### src/rtl/phy_cmd_pkg.sv
package phy_cmd_pkg;

  typedef enum logic [1:0] {
    ST_IDLE,
    ST_CHECK,
    ST_ISSUE,
    ST_WAIT
  } eng_state_e;

  // command word bits 24:1
  typedef struct packed {
    logic [4:0]  reg_num;
    logic [4:0]  park_pg;
    logic [11:0] main_pg;
    logic        wr;
    logic        c45;
  } cmd_fields_t;

endpackage

### src/rtl/phy_cfg_regs.sv
module phy_cfg_regs #(
  parameter int NUM_PORTS = 28,
  parameter int NUM_BUSES = 4,
  parameter int PHY_AW    = 5,
  parameter int BUS_SEL_W = 2,
  parameter int REG_AW    = 4,
  parameter int GLB_IDX   = 0,
  parameter int ADDR_BASE = 5,
  parameter int BUS_BASE  = 10,
  localparam int PPW_A    = 32 / PHY_AW,
  localparam int PPW_B    = 32 / BUS_SEL_W,
  localparam int AWORDS   = (NUM_PORTS + PPW_A - 1) / PPW_A,
  localparam int BWORDS   = (NUM_PORTS + PPW_B - 1) / PPW_B
) (
  input  logic                                 clk_i,
  input  logic                                 rst_ni,
  input  logic                                 wr_en_i,
  input  logic [REG_AW-1:0]                    addr_i,
  input  logic [31:0]                          wdata_i,
  output logic [NUM_BUSES-1:0]                 bus_c45_o,
  output logic [NUM_PORTS-1:0][PHY_AW-1:0]     phy_tab_o,
  output logic [NUM_PORTS-1:0][BUS_SEL_W-1:0]  bus_tab_o,
  output logic                                 hit_o,
  output logic [31:0]                          rdata_o
);

  logic [AWORDS-1:0][31:0]  addr_words_q;
  logic [BWORDS-1:0][31:0]  bus_words_q;
  logic [NUM_BUSES-1:0]     c45_q;

  always_ff @(posedge clk_i or negedge rst_ni) begin
    if (!rst_ni) c45_q <= '0;
    else if (wr_en_i && addr_i == REG_AW'(GLB_IDX)) c45_q <= wdata_i[16 +: NUM_BUSES];
  end

  for (genvar w = 0; w < AWORDS; w++) begin : g_aw
    always_ff @(posedge clk_i or negedge rst_ni) begin
      if (!rst_ni) addr_words_q[w] <= '0;
      else if (wr_en_i && addr_i == REG_AW'(ADDR_BASE + w)) addr_words_q[w] <= wdata_i;
    end
  end

  for (genvar w = 0; w < BWORDS; w++) begin : g_bw
    always_ff @(posedge clk_i or negedge rst_ni) begin
      if (!rst_ni) bus_words_q[w] <= '0;
      else if (wr_en_i && addr_i == REG_AW'(BUS_BASE + w)) bus_words_q[w] <= wdata_i;
    end
  end

  for (genvar p = 0; p < NUM_PORTS; p++) begin : g_port
    assign phy_tab_o[p] = addr_words_q[p / PPW_A][(p % PPW_A) * PHY_AW +: PHY_AW];
    assign bus_tab_o[p] = bus_words_q[p / PPW_B][(p % PPW_B) * BUS_SEL_W +: BUS_SEL_W];
  end

  assign bus_c45_o = c45_q;

  always_comb begin
    rdata_o = '0;
    hit_o   = 1'b0;
    if (addr_i == REG_AW'(GLB_IDX)) begin
      rdata_o[16 +: NUM_BUSES] = c45_q;
      hit_o = 1'b1;
    end
    for (int w = 0; w < AWORDS; w++) begin
      if (addr_i == REG_AW'(ADDR_BASE + w)) begin
        rdata_o = addr_words_q[w];
        hit_o   = 1'b1;
      end
    end
    for (int w = 0; w < BWORDS; w++) begin
      if (addr_i == REG_AW'(BUS_BASE + w)) begin
        rdata_o = bus_words_q[w];
        hit_o   = 1'b1;
      end
    end
  end

endmodule

### src/rtl/phy_port_resolve.sv
module phy_port_resolve #(
  parameter int NUM_PORTS = 28,
  parameter int PHY_AW    = 5,
  parameter int BUS_SEL_W = 2,
  localparam int PORT_W   = $clog2(NUM_PORTS)
) (
  input  logic                                 is_write_i,
  input  logic [15:0]                          port_num_i,
  input  logic [NUM_PORTS-1:0]                 port_mask_i,
  input  logic [NUM_PORTS-1:0][PHY_AW-1:0]     phy_tab_i,
  input  logic [NUM_PORTS-1:0][BUS_SEL_W-1:0]  bus_tab_i,
  output logic                                 ok_o,
  output logic [BUS_SEL_W-1:0]                 bus_o,
  output logic [PHY_AW-1:0]                    phy_o
);

  logic [PORT_W-1:0] sel;

  always_comb begin
    sel  = '0;
    ok_o = 1'b0;
    if (is_write_i) begin
      // descending scan: lowest set bit wins
      for (int p = NUM_PORTS - 1; p >= 0; p--) begin
        if (port_mask_i[p]) begin
          sel  = PORT_W'(p);
          ok_o = 1'b1;
        end
      end
    end else begin
      ok_o = port_num_i < 16'(NUM_PORTS);
      sel  = port_num_i[PORT_W-1:0];
    end
  end

  always_comb begin
    bus_o = '0;
    phy_o = '0;
    for (int p = 0; p < NUM_PORTS; p++) begin
      if (sel == PORT_W'(p)) begin
        bus_o = bus_tab_i[p];
        phy_o = phy_tab_i[p];
      end
    end
  end

endmodule

### src/rtl/phy_cmd_fsm.sv
module phy_cmd_fsm
  import phy_cmd_pkg::*;
#(
  parameter int NUM_BUSES = 4,
  parameter int BUS_SEL_W = 2,
  parameter int PHY_AW    = 5
) (
  input  logic                  clk_i,
  input  logic                  rst_ni,
  input  logic                  start_i,
  input  logic                  tgt_ok_i,
  input  logic [BUS_SEL_W-1:0]  tgt_bus_i,
  input  logic [PHY_AW-1:0]     tgt_phy_i,
  input  logic [NUM_BUSES-1:0]  bus_c45_i,
  input  logic                  cmd_wr_i,
  input  logic                  cmd_c45_i,
  input  logic [4:0]            cmd_reg_i,
  input  logic [4:0]            mmd_devad_i,
  input  logic [15:0]           mmd_reg_i,
  input  logic [15:0]           wdata_i,
  input  logic                  req_ready_i,
  input  logic                  rsp_valid_i,
  input  logic                  rsp_fail_i,
  output logic                  busy_o,
  output logic                  done_o,
  output logic                  done_fail_o,
  output logic                  rd_load_o,
  output logic                  req_valid_o,
  output logic [BUS_SEL_W-1:0]  req_bus_o,
  output logic [PHY_AW-1:0]     req_phy_o,
  output logic                  req_write_o,
  output logic                  req_c45_o,
  output logic [4:0]            req_devad_o,
  output logic [15:0]           req_reg_o,
  output logic [15:0]           req_wdata_o
);

  eng_state_e state_q, state_d;
  logic       mode_ok, load_req;

  assign mode_ok = (bus_c45_i[tgt_bus_i] == cmd_c45_i);

  always_comb begin
    state_d     = state_q;
    done_o      = 1'b0;
    done_fail_o = 1'b0;
    rd_load_o   = 1'b0;
    load_req    = 1'b0;
    unique case (state_q)
      ST_IDLE:  if (start_i) state_d = ST_CHECK;
      ST_CHECK: begin
        if (tgt_ok_i && mode_ok) begin
          load_req = 1'b1;
          state_d  = ST_ISSUE;
        end else begin
          done_o      = 1'b1;
          done_fail_o = 1'b1;
          state_d     = ST_IDLE;
        end
      end
      ST_ISSUE: if (req_ready_i) state_d = ST_WAIT;
      ST_WAIT: begin
        if (rsp_valid_i) begin
          done_o      = 1'b1;
          done_fail_o = rsp_fail_i;
          rd_load_o   = !req_write_o;
          state_d     = ST_IDLE;
        end
      end
      default: state_d = ST_IDLE;
    endcase
  end

  always_ff @(posedge clk_i or negedge rst_ni) begin
    if (!rst_ni) state_q <= ST_IDLE;
    else         state_q <= state_d;
  end

  always_ff @(posedge clk_i or negedge rst_ni) begin
    if (!rst_ni) begin
      req_bus_o   <= '0;
      req_phy_o   <= '0;
      req_write_o <= 1'b0;
      req_c45_o   <= 1'b0;
      req_devad_o <= '0;
      req_reg_o   <= '0;
      req_wdata_o <= '0;
    end else if (load_req) begin
      req_bus_o   <= tgt_bus_i;
      req_phy_o   <= tgt_phy_i;
      req_write_o <= cmd_wr_i;
      req_c45_o   <= cmd_c45_i;
      req_devad_o <= cmd_c45_i ? mmd_devad_i : 5'd0;
      req_reg_o   <= cmd_c45_i ? mmd_reg_i : {11'd0, cmd_reg_i};
      req_wdata_o <= wdata_i;
    end
  end

  assign busy_o      = (state_q != ST_IDLE);
  assign req_valid_o = (state_q == ST_ISSUE);

endmodule

### src/rtl/phy_cmd_engine.sv
module phy_cmd_engine
  import phy_cmd_pkg::*;
#(
  parameter int NUM_PORTS  = 28,
  parameter int NUM_BUSES  = 4,
  parameter int PHY_AW     = 5,
  localparam int BUS_SEL_W = $clog2(NUM_BUSES),
  localparam int PPW_A     = 32 / PHY_AW,
  localparam int PPW_B     = 32 / BUS_SEL_W,
  localparam int AWORDS    = (NUM_PORTS + PPW_A - 1) / PPW_A,
  localparam int BWORDS    = (NUM_PORTS + PPW_B - 1) / PPW_B,
  localparam int GLB_IDX   = 0,
  localparam int CMD_IDX   = 1,
  localparam int DATA_IDX  = 2,
  localparam int MMD_IDX   = 3,
  localparam int PSEL_IDX  = 4,
  localparam int ADDR_BASE = 5,
  localparam int BUS_BASE  = ADDR_BASE + AWORDS,
  localparam int REG_AW    = $clog2(BUS_BASE + BWORDS)
) (
  input  logic                  clk_i,
  input  logic                  rst_ni,
  input  logic                  reg_we_i,
  input  logic [REG_AW-1:0]     reg_addr_i,
  input  logic [31:0]           reg_wdata_i,
  output logic [31:0]           reg_rdata_o,
  output logic                  req_valid_o,
  input  logic                  req_ready_i,
  output logic [BUS_SEL_W-1:0]  req_bus_o,
  output logic [PHY_AW-1:0]     req_phy_o,
  output logic                  req_write_o,
  output logic                  req_c45_o,
  output logic [4:0]            req_devad_o,
  output logic [15:0]           req_reg_o,
  output logic [15:0]           req_wdata_o,
  input  logic                  rsp_valid_i,
  input  logic                  rsp_fail_i,
  input  logic [15:0]           rsp_rdata_i
);

  cmd_fields_t                        cmd_q;
  logic                               fail_q;
  logic [15:0]                        data_in_q, data_out_q;
  logic [4:0]                         mmd_devad_q;
  logic [15:0]                        mmd_reg_q;
  logic [NUM_PORTS-1:0]               psel_q;
  logic                               busy, done, done_fail, rd_load;
  logic                               wr_ok, start;
  logic [NUM_BUSES-1:0]               bus_c45;
  logic [NUM_PORTS-1:0][PHY_AW-1:0]   phy_tab;
  logic [NUM_PORTS-1:0][BUS_SEL_W-1:0] bus_tab;
  logic                               cfg_hit;
  logic [31:0]                        cfg_rdata;
  logic                               tgt_ok;
  logic [BUS_SEL_W-1:0]               tgt_bus;
  logic [PHY_AW-1:0]                  tgt_phy;

  assign wr_ok = reg_we_i && !busy;
  assign start = wr_ok && reg_addr_i == REG_AW'(CMD_IDX) && reg_wdata_i[0];

  always_ff @(posedge clk_i or negedge rst_ni) begin
    if (!rst_ni) begin
      cmd_q       <= '0;
      fail_q      <= 1'b0;
      data_in_q   <= '0;
      data_out_q  <= '0;
      mmd_devad_q <= '0;
      mmd_reg_q   <= '0;
      psel_q      <= '0;
    end else begin
      if (wr_ok && reg_addr_i == REG_AW'(CMD_IDX)) cmd_q <= reg_wdata_i[24:1];
      if (start)     fail_q <= 1'b0;
      else if (done) fail_q <= done_fail;
      if (wr_ok && reg_addr_i == REG_AW'(DATA_IDX)) data_in_q <= reg_wdata_i[31:16];
      if (rd_load) data_out_q <= rsp_rdata_i;
      if (wr_ok && reg_addr_i == REG_AW'(MMD_IDX)) begin
        mmd_devad_q <= reg_wdata_i[20:16];
        mmd_reg_q   <= reg_wdata_i[15:0];
      end
      if (wr_ok && reg_addr_i == REG_AW'(PSEL_IDX)) psel_q <= reg_wdata_i[NUM_PORTS-1:0];
    end
  end

  phy_cfg_regs #(
    .NUM_PORTS (NUM_PORTS),
    .NUM_BUSES (NUM_BUSES),
    .PHY_AW    (PHY_AW),
    .BUS_SEL_W (BUS_SEL_W),
    .REG_AW    (REG_AW),
    .GLB_IDX   (GLB_IDX),
    .ADDR_BASE (ADDR_BASE),
    .BUS_BASE  (BUS_BASE)
  ) u_cfg (
    .clk_i     (clk_i),
    .rst_ni    (rst_ni),
    .wr_en_i   (wr_ok),
    .addr_i    (reg_addr_i),
    .wdata_i   (reg_wdata_i),
    .bus_c45_o (bus_c45),
    .phy_tab_o (phy_tab),
    .bus_tab_o (bus_tab),
    .hit_o     (cfg_hit),
    .rdata_o   (cfg_rdata)
  );

  phy_port_resolve #(
    .NUM_PORTS (NUM_PORTS),
    .PHY_AW    (PHY_AW),
    .BUS_SEL_W (BUS_SEL_W)
  ) u_resolve (
    .is_write_i  (cmd_q.wr),
    .port_num_i  (data_in_q),
    .port_mask_i (psel_q),
    .phy_tab_i   (phy_tab),
    .bus_tab_i   (bus_tab),
    .ok_o        (tgt_ok),
    .bus_o       (tgt_bus),
    .phy_o       (tgt_phy)
  );

  phy_cmd_fsm #(
    .NUM_BUSES (NUM_BUSES),
    .BUS_SEL_W (BUS_SEL_W),
    .PHY_AW    (PHY_AW)
  ) u_fsm (
    .clk_i       (clk_i),
    .rst_ni      (rst_ni),
    .start_i     (start),
    .tgt_ok_i    (tgt_ok),
    .tgt_bus_i   (tgt_bus),
    .tgt_phy_i   (tgt_phy),
    .bus_c45_i   (bus_c45),
    .cmd_wr_i    (cmd_q.wr),
    .cmd_c45_i   (cmd_q.c45),
    .cmd_reg_i   (cmd_q.reg_num),
    .mmd_devad_i (mmd_devad_q),
    .mmd_reg_i   (mmd_reg_q),
    .wdata_i     (data_in_q),
    .req_ready_i (req_ready_i),
    .rsp_valid_i (rsp_valid_i),
    .rsp_fail_i  (rsp_fail_i),
    .busy_o      (busy),
    .done_o      (done),
    .done_fail_o (done_fail),
    .rd_load_o   (rd_load),
    .req_valid_o (req_valid_o),
    .req_bus_o   (req_bus_o),
    .req_phy_o   (req_phy_o),
    .req_write_o (req_write_o),
    .req_c45_o   (req_c45_o),
    .req_devad_o (req_devad_o),
    .req_reg_o   (req_reg_o),
    .req_wdata_o (req_wdata_o)
  );

  always_comb begin
    reg_rdata_o = '0;
    if (reg_addr_i == REG_AW'(CMD_IDX))       reg_rdata_o = {6'd0, fail_q, cmd_q, busy};
    else if (reg_addr_i == REG_AW'(DATA_IDX)) reg_rdata_o = {data_in_q, data_out_q};
    else if (reg_addr_i == REG_AW'(MMD_IDX))  reg_rdata_o = {11'd0, mmd_devad_q, mmd_reg_q};
    else if (reg_addr_i == REG_AW'(PSEL_IDX)) reg_rdata_o[NUM_PORTS-1:0] = psel_q;
    else if (cfg_hit)                         reg_rdata_o = cfg_rdata;
  end

endmodule

### config.mk
export PLATFORM = sky130hd
export DESIGN_NAME = phy_cmd_engine
export DESIGN_NICKNAME = d
export VERILOG_FILES = /design/src/rtl/phy_cmd_pkg.sv /design/src/rtl/phy_cfg_regs.sv /design/src/rtl/phy_port_resolve.sv /design/src/rtl/phy_cmd_fsm.sv /design/src/rtl/phy_cmd_engine.sv
export SDC_FILE = /design/constraint.sdc
export NUM_CORES = 1
export LEC_CHECK = 0
export CAP_MARGIN = 5
export CELL_PAD_IN_SITES_DETAIL_PLACEMENT = 0
export CELL_PAD_IN_SITES_GLOBAL_PLACEMENT = 1
export CORE_MARGIN = 2
export CORE_UTILIZATION = 40
export CTS_CLUSTER_SIZE = 14
export DETAILED_ROUTE_END_ITERATION = 7
export DONT_BUFFER_PORTS = 1
export PLACE_DENSITY_LB_ADDON = 0.25
export SLEW_MARGIN = 15
export SYNTH_ARGS = -nofsm -noshare
export SYNTH_HDL_FRONTEND = slang
export SYNTH_SLANG_ARGS = --single-unit
### constraint.sdc
create_clock -name clk_i -period 6 [get_ports clk_i]
set_input_delay 1.2 -clock clk_i [delete_from_list [all_inputs] [get_ports clk_i]]
set_output_delay 1.2 -clock clk_i [all_outputs]
set_load 0.01 [all_outputs]
Word level (Yosys, flattened, before mapping). Index checks and enable logic that the tools add are counted.

Bits of input ports: 58. ROM bits: 0. Memories kept: 0. Register bits: 382. Bits in latches: 0. Output and inout bits: 79. RAM bits: 0. Word-level logic and storage cells: 253.

Divide/modulo/power cells: 0. Bitwise gates (word level): 0. Multipliers: 0. Equal/unequal tests: 45. Reduce and logical (&&, ||, !) cells: 23. Shift-type cells: 0. Add/sub/neg operators: 0. $lt $le $gt $ge: 2. Mux-type cells: 156.

Operators with widths (number): 32-bit two-way mux (11); 5-bit two-way mux (58); 2-bit two-way mux (32); 5-bit == test (second input constant) (12); 1-bit two-way mux (47); 5-bit by 4-bit == test with 1-bit output (second input constant) (8); 28-bit two-way mux (1); 5-bit by 3-bit == test with 1-bit output (second input constant) (4); 4-bit by 3-bit == test with 1-bit output (second input constant) (4); 4-bit == test (second input constant) (4); 16-bit by 5-bit < comparator with 1-bit output (second input constant) (1); 16-bit two-way mux (1); 1-bit logical AND (15); 5-bit by 2-bit == test with 1-bit output (second input constant) (2); 4-bit by 2-bit == test with 1-bit output (second input constant) (2); 4-bit two-way mux (2); 2-bit one-hot mux with 4 select lines (1); 5-bit by 1-bit == test with 1-bit output (second input constant) (1); 5-bit zero test (1); 2-bit == test (second input constant) (2); 4-bit by 1-bit == test with 1-bit output (second input constant) (1); 4-bit zero test (1); 2-bit inequality test (second input constant) (2); 1-bit one-hot mux with 2 select lines (2); other kinds (9) (11).

Longest topological paths before layout. Gate-level depths: netlist of run 1.

Word-level depth: 66. Gate-level depth with buffers: 19. Depth with buffers taken out: 12.

By module. From an unflattened synthesis of run 1, not the netlist that was laid out.

Cells, all modules: 2134. Area, all modules: 22793.1 um^2.

Modules (own cells, without submodules): phy_cfg_regs (instances 1, cells an instance 1005, area an instance 12135.4 um^2); phy_cmd_engine (instances 1, cells an instance 450, area an instance 5263.8 um^2); phy_port_resolve (instances 1, cells an instance 502, area an instance 3109.2 um^2); phy_cmd_fsm (instances 1, cells an instance 177, area an instance 2284.7 um^2).

Worst setup path after synthesis of run 1. No wires, ideal clock.

Path type: input port to output port. From: input port reg_addr_i[0]. To: output port reg_rdata_o[18]. Path slack: 1.514 ns. Required time: 4.800 ns. Data arrival time: 3.286 ns. Cell stages on the path: 8. Path through: buf_1 buf_1 clkbuf_1 clkbuf_1 clkbuf_1 nand3_1 o311a_1 o21ai_0.

Longest elaborated chain between the ends: 14. Elaborated cells on any way between the ends: 33. Those cells by class: 11 x eq/ne; 21 x mux; 1 x reduce/logical.

Ends and longest elaborated chain: from (decl) (line phy_cmd_engine.sv:24) `input logic [REG_AW-1:0] reg_addr_i,`; 4-bit zero test (line phy_cfg_regs.sv:60) `if (addr_i == REG_AW'(GLB_IDX)) begin`; 4-bit two-way mux or 1-bit two-way mux (tied branches) (line phy_cfg_regs.sv:60); 32-bit two-way mux or 1-bit two-way mux (tied branches) (5 in series) (line phy_cfg_regs.sv:65) `if (addr_i == REG_AW'(ADDR_BASE + w)) begin`; 32-bit two-way mux or 1-bit two-way mux (tied branches) (2 in series) (line phy_cfg_regs.sv:71) `if (addr_i == REG_AW'(BUS_BASE + w)) begin`; 32-bit two-way mux (line phy_cmd_engine.sv:162) `else if (cfg_hit) reg_rdata_o = cfg_rdata;`; 28-bit two-way mux (line phy_cmd_engine.sv:161) `else if (reg_addr_i == REG_AW'(PSEL_IDX)) reg_rdata_o[NUM_PORTS-1:0] = psel_q;`; 32-bit two-way mux (line phy_cmd_engine.sv:160) `else if (reg_addr_i == REG_AW'(MMD_IDX)) reg_rdata_o = {11'd0, mmd_devad_q, mmd_reg_q};`; 32-bit two-way mux (line phy_cmd_engine.sv:159) `else if (reg_addr_i == REG_AW'(DATA_IDX)) reg_rdata_o = {data_in_q, data_out_q};`; 32-bit two-way mux (*) (line phy_cmd_engine.sv:158) `if (reg_addr_i == REG_AW'(CMD_IDX)) reg_rdata_o = {6'd0, fail_q, cmd_q, busy};`; to (decl) (line phy_cmd_engine.sv:26) `output logic [31:0] reg_rdata_o,`.

Mark *: on every way between the ends. The rest lies on a longest branch, timed or not.

Worst setup path after layout of run 1.
From: register psel_q[15]. To: register u_fsm.req_phy_o[4].

Longest elaborated chain between the ends: 52. Elaborated cells on any way between the ends: 124. Those cells by class: 28 x eq/ne; 94 x mux; 2 x reduce/logical.

Ends and longest elaborated chain: from (decl) (line phy_cmd_engine.sv:46) `logic [NUM_PORTS-1:0] psel_q;`; from (signal assigned) (line phy_cmd_engine.sv:80) `if (wr_ok && reg_addr_i == REG_AW'(PSEL_IDX)) psel_q <= reg_wdata_i[NUM_PORTS-1:0];`; 5-bit two-way mux (16 in series) (line phy_port_resolve.sv:25) `if (port_mask_i[p]) begin`; 5-bit two-way mux (line phy_port_resolve.sv:22) `if (is_write_i) begin`; 5-bit zero test (line phy_port_resolve.sv:40) `if (sel == PORT_W'(p)) begin`; 2-bit two-way mux (28 in series) (line phy_port_resolve.sv:40); 1-bit binary-select mux with 2-bit select (line phy_cmd_fsm.sv:41) `assign mode_ok = (bus_c45_i[tgt_bus_i] == cmd_c45_i);`; 1-bit two-way mux (implied by the code) (line phy_cmd_fsm.sv:41); 1-bit == test (line phy_cmd_fsm.sv:41); 1-bit logical AND (line phy_cmd_fsm.sv:52) `if (tgt_ok_i && mode_ok) begin`; 1-bit two-way mux (line phy_cmd_fsm.sv:52); 1-bit two-way mux (line phy_cmd_fsm.sv:49) `unique case (state_q)`; to (signal assigned) (line phy_cmd_fsm.sv:90) `req_phy_o <= tgt_phy_i;`; to (decl) (line phy_cmd_fsm.sv:30) `output logic [PHY_AW-1:0] req_phy_o,`.

Parallel ways exist; a longest one is shown, timed or not. The select of a mux whose other input is x is not followed. A chain may end at the register's enable or synchronous reset.

==> metrics.yaml, run 1 <==
setup_path:
  cp-start-kind: "register"
  r2r-start: "psel_q[15]"
  r2r_end: "u_fsm.req_phy_o[4]"
  crit_path_max_fanout: 17
  crit_type: "reg2reg"
  crit_chain: "or4_4, o41ai_2, nand2_1, or4_1, buf_4, nand2b_4, nor2_4, o32ai_2, o221ai_4, mux2i_1, mux2_4, nor3_4, buf_4, mux2_1"
  setup.worst_path.start: "psel_q[15]"
  arrival_ps: 5600
  r2r_cells: 14
  cpMaxStageDelayCell: "or4_4"
  cp-end-kind: "register"
  r2r_slack_ps: 850
  crit_path_max_incr_delay_ps: 630
  cpMostUsedCell: "buf_4"
  required_ps: 6450
pwr:
  power_frac_seq_pct: 38.7
  powerDensity_nw_per_um2: 589
  leakage_nw: 9.79
  internal-power_mw: 7.60
  clkPwrFrac_pct: 21.5
  switching_share_pct: 42.0
  p_sw_mw: 5.49
  combPwrFrac_pct: 39.9
  finalPower_mw: 13.1
  ir_drop_uv: 316
floorplan:
  ios: 137
  core_area_um2: 49900
  die_y_um: 228
  die_w_um: 228
  rows: 82
  fp.dieArea_um2: 51900
  initial_core_util_pct: 40.2
clock_network:
  cts_max_level: 2
  cts_num_sinks: 382
  worstSkewPairLatency_ps: 600
  cts-root-buf: "clkbuf_16"
  hold_buffers: 0
  cts_setup_buffers: 0
  cts_resized: 0
  ctsLongestPathBuffers: 3
  cts_tree: "done"
  cts_buffers: 46
  clk_pin_slew_worst_paths_ps: 60
layout:
  finalNonFillerCells: 2452
  nets: 1805
  regArea_um2: 9560
  drive_gt1_share_pct: 31.1
  multi_input_area_um2: 9810
  syn_to_final_growth_pct: 10.9
  fillers: 4750
placement:
  place_hpwl_um: 54400
  dp.cells: 2371
  gp_congestion: 0.933
  portBuffers: 0
detailed_routing:
  drcViolationCount: 0
  via_per_inst: 6.35
  routedWlPerCell_um: 31.0
  firstDrtPassIters: 5
  totalWireLength_um: 76100
  vias: 15600
  drt_iter0_drc: 1456
  ant_nets: 0
sta:
  relSlewSlack_pct: -50.0
  finalCritPeriodShare_pct: 85.9
  worst_slew_pin_slew_ps: 2250
  fmax_mhz: 194
  setup-violations-final: 0
  fin_hold_ws_ps: 354
  tns_ps: 0
  fin_worst_skew_ps: 32.4
  period_needed_ps: 5150
  finalHoldViolCount: 0
  slew_violations: 253
  rsz0062_at_grt: "no"
yosys:
  netlist_area_um2: 20000
  synth_top_area_share_pct: 47.7
  synthArstFlopShare_pct: 100
  yosysTopAreaCell: "dfrtp_1"
  synth_most_common_cell: "mux2_2"
  synthCells: 1804
  ys_seq_elements: 382
  syn_avg_cell_area_um2: 11.1
  synth_edf_count: 0
  synth_nets: 1862
  yosys_warnings: 0
  synthDistinctLibCells: 72
  ys.flop_type: "dfrtp_1"
  synth_area_leaders: "dfrtp_1, mux2_2, a21oi_1"
  synth_commonest_cells: "mux2_2, dfrtp_1, nand2_1"
  ys_seq_area_share_pct: 47.7
global_route:
  grt_antenna_before_repair: 4
  gr-total-overflow: 0
  grt_pass1_vias: 15400
  grt_pass1_wl_um: 111000
  grt_usage_pct: 29.0
  grt_max_degree: 383
run_status:
  violations: "max-slew violations"
  status: "finished with violations"
worst_hold_path:
  hold_path.class: "in2async"
job:
  drv_cap: 0
-- sequential cells by signal, summed over array words and instances (netlist names), 8 cells and up, named ones only --
register	cells
u_cfg.addr_words_q	20
u_cfg.phy_tab_o	140
u_fsm.req_reg_o	16
data_out_q	16
cmd_q	24
u_fsm.req_wdata_o	16
u_cfg.bus_words_q	8
data_in_q	16
u_cfg.bus_tab_o	56
mmd_reg_q	16
psel_q	28
-- layer usage --
metal	GRT usage, %	share of wire, %	wire length, µm	vias up
met4	10.8	3.7	2790	2
met2	45.8	46	35300	624
met5	0	0.014	11	-
li1	-	-	-	6610
met3	4.21	6.3	4800	128
met1	40.4	44	33200	8218
-- logic make-up (layout without fill, tap and decap cells) --
kind of cell	count (synthesis)	after routing	synth area share [%]
simple gates	321	321	7.44
buf+inv	182	156	3.77
compound gates	446	446	14.8
flops	382	382	47.7
mux	472	472	26.3
xor+xnor	1	1	0.0437
other cells	0	2	0
-- power groups by stage --
stage	Combinational (mW)	Sequential, mW	Clock [mW]
6_report	5.22	5.06	2.81
5_1_grt	5.56	5.17	2.97
4_1_cts	5.16	5.00	2.86
3_5_place_dp	5.14	5.04	0
3_3_place_gp	5.11	4.99	0
2_1_floorplan	3.72	4.39	0
-- critical path: cells and delay by family (launching register included) --
kind / cells / cell delay (ps)
AO/OA/AOI/OAI: 3 / 900
buffers and inverters: 2 / 570
flip-flops: 1 / 500
multiplexers: 3 / 1120
AND/OR/NAND/NOR: 6 / 1910
-- placed cells by master (no fill, tap or decap), types with 8 or more instances in the layout --
cell and count:
o22ai_1 50, nor3_1 20, o211ai_1 37, nand3_1 28, clkbuf_16 47, nor4_1 13
a221o_1 8, o21ai_0 69, o221ai_1 17, mux2_2 403, mux2i_1 39, clkbuf_8 9
a31oi_1 18, mux2_1 28, buf_4 45, inv_1 30, clkinv_2 10, nand2_1 120
dfrtp_1 382, nand2b_1 11, a21oi_1 107, a22oi_1 54, a211oi_1 19, nor2_1 76
-- worst max path at each step --
stage,to,slack [ps],depth (start not counted)
detailed placement,u_fsm.req_phy_o[4],890,14
CTS,u_fsm.req_phy_o[4],870,14
floorplan,reg_rdata_o[18],1510,8
finish,u_fsm.req_phy_o[4],850,14
global placement,u_fsm.req_wdata_o[11],980,14
global route,u_fsm.req_phy_o[4],610,13
-- through the flow --
step	setup slack (ps)	area, µm²	utilization (%)
2_1_floorplan	1510	20000	-
3_3_place_gp	981	20700	41.5
3_5_place_dp	887	20700	41.5
4_1_cts	871	22200	44.6
5_1_grt	606	22200	44.6
6_report	848	22200	44.6
-- layout make-up --
class                   instances  share of cell area (%)
flip-flops and latches        382                    43.0
inverters                      30                   0.507
multi-input cells            1240                    44.2
clock inverters                18                   0.889
clock buffers                  61                    5.93
well taps                     672                    3.78
diodes                          2                  0.0225
repair buffers                 47                    1.70
No activity file was read; power rests on OpenSTA's default activity.
==> run 2: changes to the inputs <==
- PLACE_DENSITY_LB_ADDON: 0.25 -> 0.1
==> run 2 against run 1 <==
The flow still finishes with violations (max-slew violations). Register-to-register slack worse by 40 ps. Largest power group unchanged. Die area unchanged. Sequential share of layout area barely moved. Maximum frequency down 0.80%. Sequential cell count unchanged. First-iteration DRC count up 6.3%. Sequential power is 2% higher.
==> metrics.yaml, run 2 (synthesized netlist as in run 1, its figures left out) <==
floorplan:
  rows: 82
  die_w_um: 228
  die_y_um: 228
  fp.dieArea_um2: 51900
  core_area_um2: 49900
  initial_core_util_pct: 40.2
  ios: 137
sta:
  finalHoldViolCount: 0
  fin_hold_ws_ps: 333
  rsz0062_at_grt: "no"
  finalCritPeriodShare_pct: 86.6
  tns_ps: 0
  period_needed_ps: 5190
  fin_worst_skew_ps: 21.3
  worst_slew_pin_slew_ps: 2390
  relSlewSlack_pct: -59.7
  slew_violations: 227
  setup-violations-final: 0
  fmax_mhz: 193
detailed_routing:
  vias: 15300
  drcViolationCount: 0
  routedWlPerCell_um: 32.2
  ant_nets: 0
  via_per_inst: 6.25
  drt_iter0_drc: 1548
  totalWireLength_um: 79000
  firstDrtPassIters: 5
global_route:
  grt_pass1_wl_um: 114000
  grt_max_degree: 383
  grt_pass1_vias: 15500
  gr-total-overflow: 0
  grt_usage_pct: 30.1
  grt_antenna_before_repair: 0
layout:
  drive_gt1_share_pct: 31.0
  multi_input_area_um2: 9810
  fillers: 4827
  layout_common_cells: "mux2_2, dfrtp_1, nand2_1"
  largest_register_ffs: 140
  nets: 1810
  regArea_um2: 9560
  final_common_cell: "mux2_2"
  syn_to_final_growth_pct: 10.9
  n_antenna_cell: 0
pwr:
  leakage_nw: 9.79
  ir_drop_uv: 283
  finalPower_mw: 13.1
  powerDensity_nw_per_um2: 591
run_status:
  status: "finished with violations"
  violations: "max-slew violations"
setup_path:
  cp-end-kind: "register"
  cp-start-kind: "register"
  r2r_end: "u_fsm.req_reg_o[1]"
  r2r_cells: 12
  r2r-start: "cmd_q[1]"
  required_ps: 6470
  crit_type: "reg2reg"
  arrival_ps: 5660
  crit_path_max_fanout: 41
  r2r_slack_ps: 810
placement:
  portBuffers: 0
  place_hpwl_um: 56100
  gp_congestion: 0.916
clock_network:
  ctsLongestPathBuffers: 3
  cts_tree: "done"
  clk_pin_slew_worst_paths_ps: 60
  cts-root-buf: "clkbuf_16"
  hold_buffers: 0
  worstSkewPairLatency_ps: 590
  cts_num_sinks: 382
  cts_buffers: 46
  cts_max_level: 2
  cts_setup_buffers: 0
  cts_resized: 0
worst_hold_path:
  hold_path.class: "in2async"
job:
  drv_cap: 0
[run 2: changes by cell type in the layout (fill, tap and decap cells not counted), moves of 2 or more]
cell      previous run  this run
diode_2              2         0
clkinv_8             2         0
buf_4               45        51
clkbuf_1             5        12
clkinv_2            10         5
[run 2: layout make-up]
cell class / instances / area share, %
Clock inverter: 13 / 0.704
Multi-Input combinational cell: 1240 / 44.1
Inverter: 30 / 0.507
Timing Repair Buffer: 52 / 1.81
Clock buffer: 68 / 6.05
Sequential cell: 382 / 43.0
Tap cell: 672 / 3.78
[run 2: routing by layer]
layer / wire [µm] / GRT usage, %
met5: 0 / 0
met4: 2200 / 9.11
met3: 4730 / 4.84
met2: 36000 / 46.9
met1: 36100 / 43.2
[run 2: worst max-delay path by stage]
stage | start | end | slack, ps | cells after the start
final | cmd_q[1] | u_fsm.req_reg_o[1] | 810 | 12
after global placement | psel_q[25] | u_fsm.req_wdata_o[14] | 960 | 15
after detailed placement | cmd_q[1] | u_fsm.req_wdata_o[1] | 840 | 12
after CTS | cmd_q[1] | u_fsm.req_wdata_o[1] | 820 | 12
after global routing | cmd_q[1] | u_fsm.req_wdata_o[2] | 500 | 12
after floorplan | reg_addr_i[0] | reg_rdata_o[18] | 1510 | 8
[run 2: through the flow]
stage	instances	instance area, µm²	util (%)	setup WS [ps]
after global placement	2376	20700	41.6	961
after global routing	2457	22200	44.6	497
after detailed placement	2376	20700	41.6	842
final	2457	22200	44.6	806
after CTS	2457	22200	44.6	817
after floorplan	1804	20000	-	1510
[run 2: report_power, final]
part	switching (mW)	internal [mW]	leakage, nW
registers	1.44	3.69	4.97
clock network	1.13	1.68	0.733
logic	2.98	2.21	4.08
total	5.55	7.58	9.79
[run 2: critical path, stage by stage, from the launching register on]
cell       delay [ps]
dfrtp_1           740
nand2b_1          130
o41ai_1           640
o21a_2            700
nor2_1            300
o2bb2ai_1         240
a211oi_1          440
o221ai_4          200
mux2i_1           380
mux2_4            350
nor3_4            240
buf_12            280
mux2_1            360
==> run 3: changes to the inputs <==
- CELL_PAD_IN_SITES_DETAIL_PLACEMENT: 0 -> default
- CELL_PAD_IN_SITES_GLOBAL_PLACEMENT: 1 -> default
- CORE_UTILIZATION: 40 -> 45
- PLACE_DENSITY_LB_ADDON: 0.1 -> default
==> run 3 against run 2 <==
The flow still finishes with violations (max-slew violations). Critical endpoint is now u_fsm.req_c45_o. Utilization rose by 5.2 points. Largest power group unchanged. Setup slack got worse by 85 ps. Final cell count is 3.9% lower. Via count up 1.6%. Clock skew increased by 14 ps.
==> metrics.yaml, run 3 (synthesized netlist as in run 1, its figures left out) <==
run_status:
  status: "finished with violations"
  violations: "max-slew violations"
setup_path:
  crit_type: "reg2reg"
  cp-end-kind: "register"
  r2r_cells: 13
  crit_path_max_fanout: 40
  crit_path_max_incr_delay_ps: 930
  cpMaxStageDelayCell: "or4_1"
  cp-start-kind: "register"
  required_ps: 6480
  r2r-start: "psel_q[15]"
  crit_buf_inv: 1
  arrival_ps: 5760
  r2r_end: "u_fsm.req_c45_o"
  setup.worst_path.start: "psel_q[15]"
  cp_top_family: "simple AND/OR/NAND/NOR gates"
  r2r_slack_ps: 720
  crit_chain: "or4_4, o41ai_2, nand2_1, or4_1, nand2b_4, nor2_4, o32ai_2, o221ai_4, mux2i_1, mux2_4, nor3_4, buf_12, mux2_1"
layout:
  syn_to_final_growth_pct: 9.65
  n_antenna_cell: 0
  drive_gt1_share_pct: 30.6
  largest_register_ffs: 140
  nets: 1801
  final_common_cell: "mux2_2"
  layout_common_cells: "mux2_2, dfrtp_1, nand2_1"
floorplan:
  rows: 77
  die_w_um: 215
  core_area_um2: 44100
  ios: 137
  die_y_um: 215
  fp.dieArea_um2: 46300
  initial_core_util_pct: 45.4
detailed_routing:
  drt_iter0_drc: 1637
  vias: 15600
  firstDrtPassIters: 6
  ant_nets: 0
  drcViolationCount: 0
  totalWireLength_um: 74800
  routedWlPerCell_um: 31.7
  via_per_inst: 6.61
clock_network:
  cts_buffers: 43
  cts_setup_buffers: 0
  ctsLongestPathBuffers: 3
  cts-root-buf: "clkbuf_16"
  hold_buffers: 0
  cts_tree: "done"
  cts_num_sinks: 382
  cts_max_level: 2
  worstSkewPairLatency_ps: 600
  clk_pin_slew_worst_paths_ps: 60
  cts_resized: 0
pwr:
  leakage_nw: 9.71
  ir_drop_uv: 275
  finalPower_mw: 13.0
  powerDensity_nw_per_um2: 589
global_route:
  grt_pass1_wl_um: 109000
  grt_pass1_vias: 15400
  grt_usage_pct: 32.2
  grt_max_degree: 383
  gr-total-overflow: 0
  grt_antenna_before_repair: 2
sta:
  worst_slew_pin_slew_ps: 2070
  finalCritPeriodShare_pct: 88.0
  fmax_mhz: 189
  tns_ps: 0
  fin_worst_skew_ps: 34.8
  setup-violations-final: 0
  relSlewSlack_pct: -38.3
  rsz0062_at_grt: "no"
  period_needed_ps: 5280
  finalHoldViolCount: 0
  slew_violations: 203
placement:
  gp_congestion: 0.987
  place_hpwl_um: 53100
  portBuffers: 0
worst_hold_path:
  hold_path.class: "in2async"
job:
  drv_cap: 0
run 3: layout make-up:
type,count,area (µm²)
clock buffer,57,1190
inverter,30,113
multi-input combinational,1240,9820
clock inverter,13,208
sequential,382,9560
timing repair buffer,46,358
fill,4074,22100
tap,592,741
run 3: worst max path at each step:
stage	endpoint	slack (ps)	cells after the start
after CTS	u_fsm.req_c45_o	790	13
after global routing	u_fsm.req_c45_o	500	13
after detailed placement	u_fsm.req_c45_o	790	13
after global placement	u_fsm.req_wdata_o[0]	900	13
after floorplan	reg_rdata_o[18]	1510	8
final	u_fsm.req_c45_o	720	13
run 3: worst reg2reg max path: stages, from the launching register on:
cell,delay [ps]
dfrtp_1,460
or4_4,600
o41ai_2,540
nand2_1,90
or4_1,930
nand2b_4,350
nor2_4,120
o32ai_2,100
o221ai_4,270
mux2i_1,420
mux2_4,350
nor3_4,260
buf_12,280
mux2_1,430
run 3: metrics by stage:
step	hold WS [ps]	instances	cell area, µm²	util (%)	setup slack (ps)
detailed placement	487	2290	20600	46.7	788
global placement	482	2290	20600	46.6	904
finish	347	2360	22000	49.8	721
global route	321	2360	22000	49.8	502
CTS	310	2360	22000	49.8	786
floorplan	474	1804	20000	-	1510
run 3: layer usage:
metal / vias up / global-route usage (%) / part of all wire, %
li1: 6617 / - / -
met2: 687 / 49.9 / 45
met3: 126 / 5.45 / 7.7
met4: 4 / 11.2 / 3.3
met5: - / 0 / 0.039
met1: 8157 / 45.9 / 44
run 3: where the power goes:
part / leakage, nW / switching, mW / internal [mW]
sequential: 4.97 / 1.39 / 3.69
clock: 0.682 / 1.09 / 1.56
combinational: 4.06 / 3.01 / 2.21
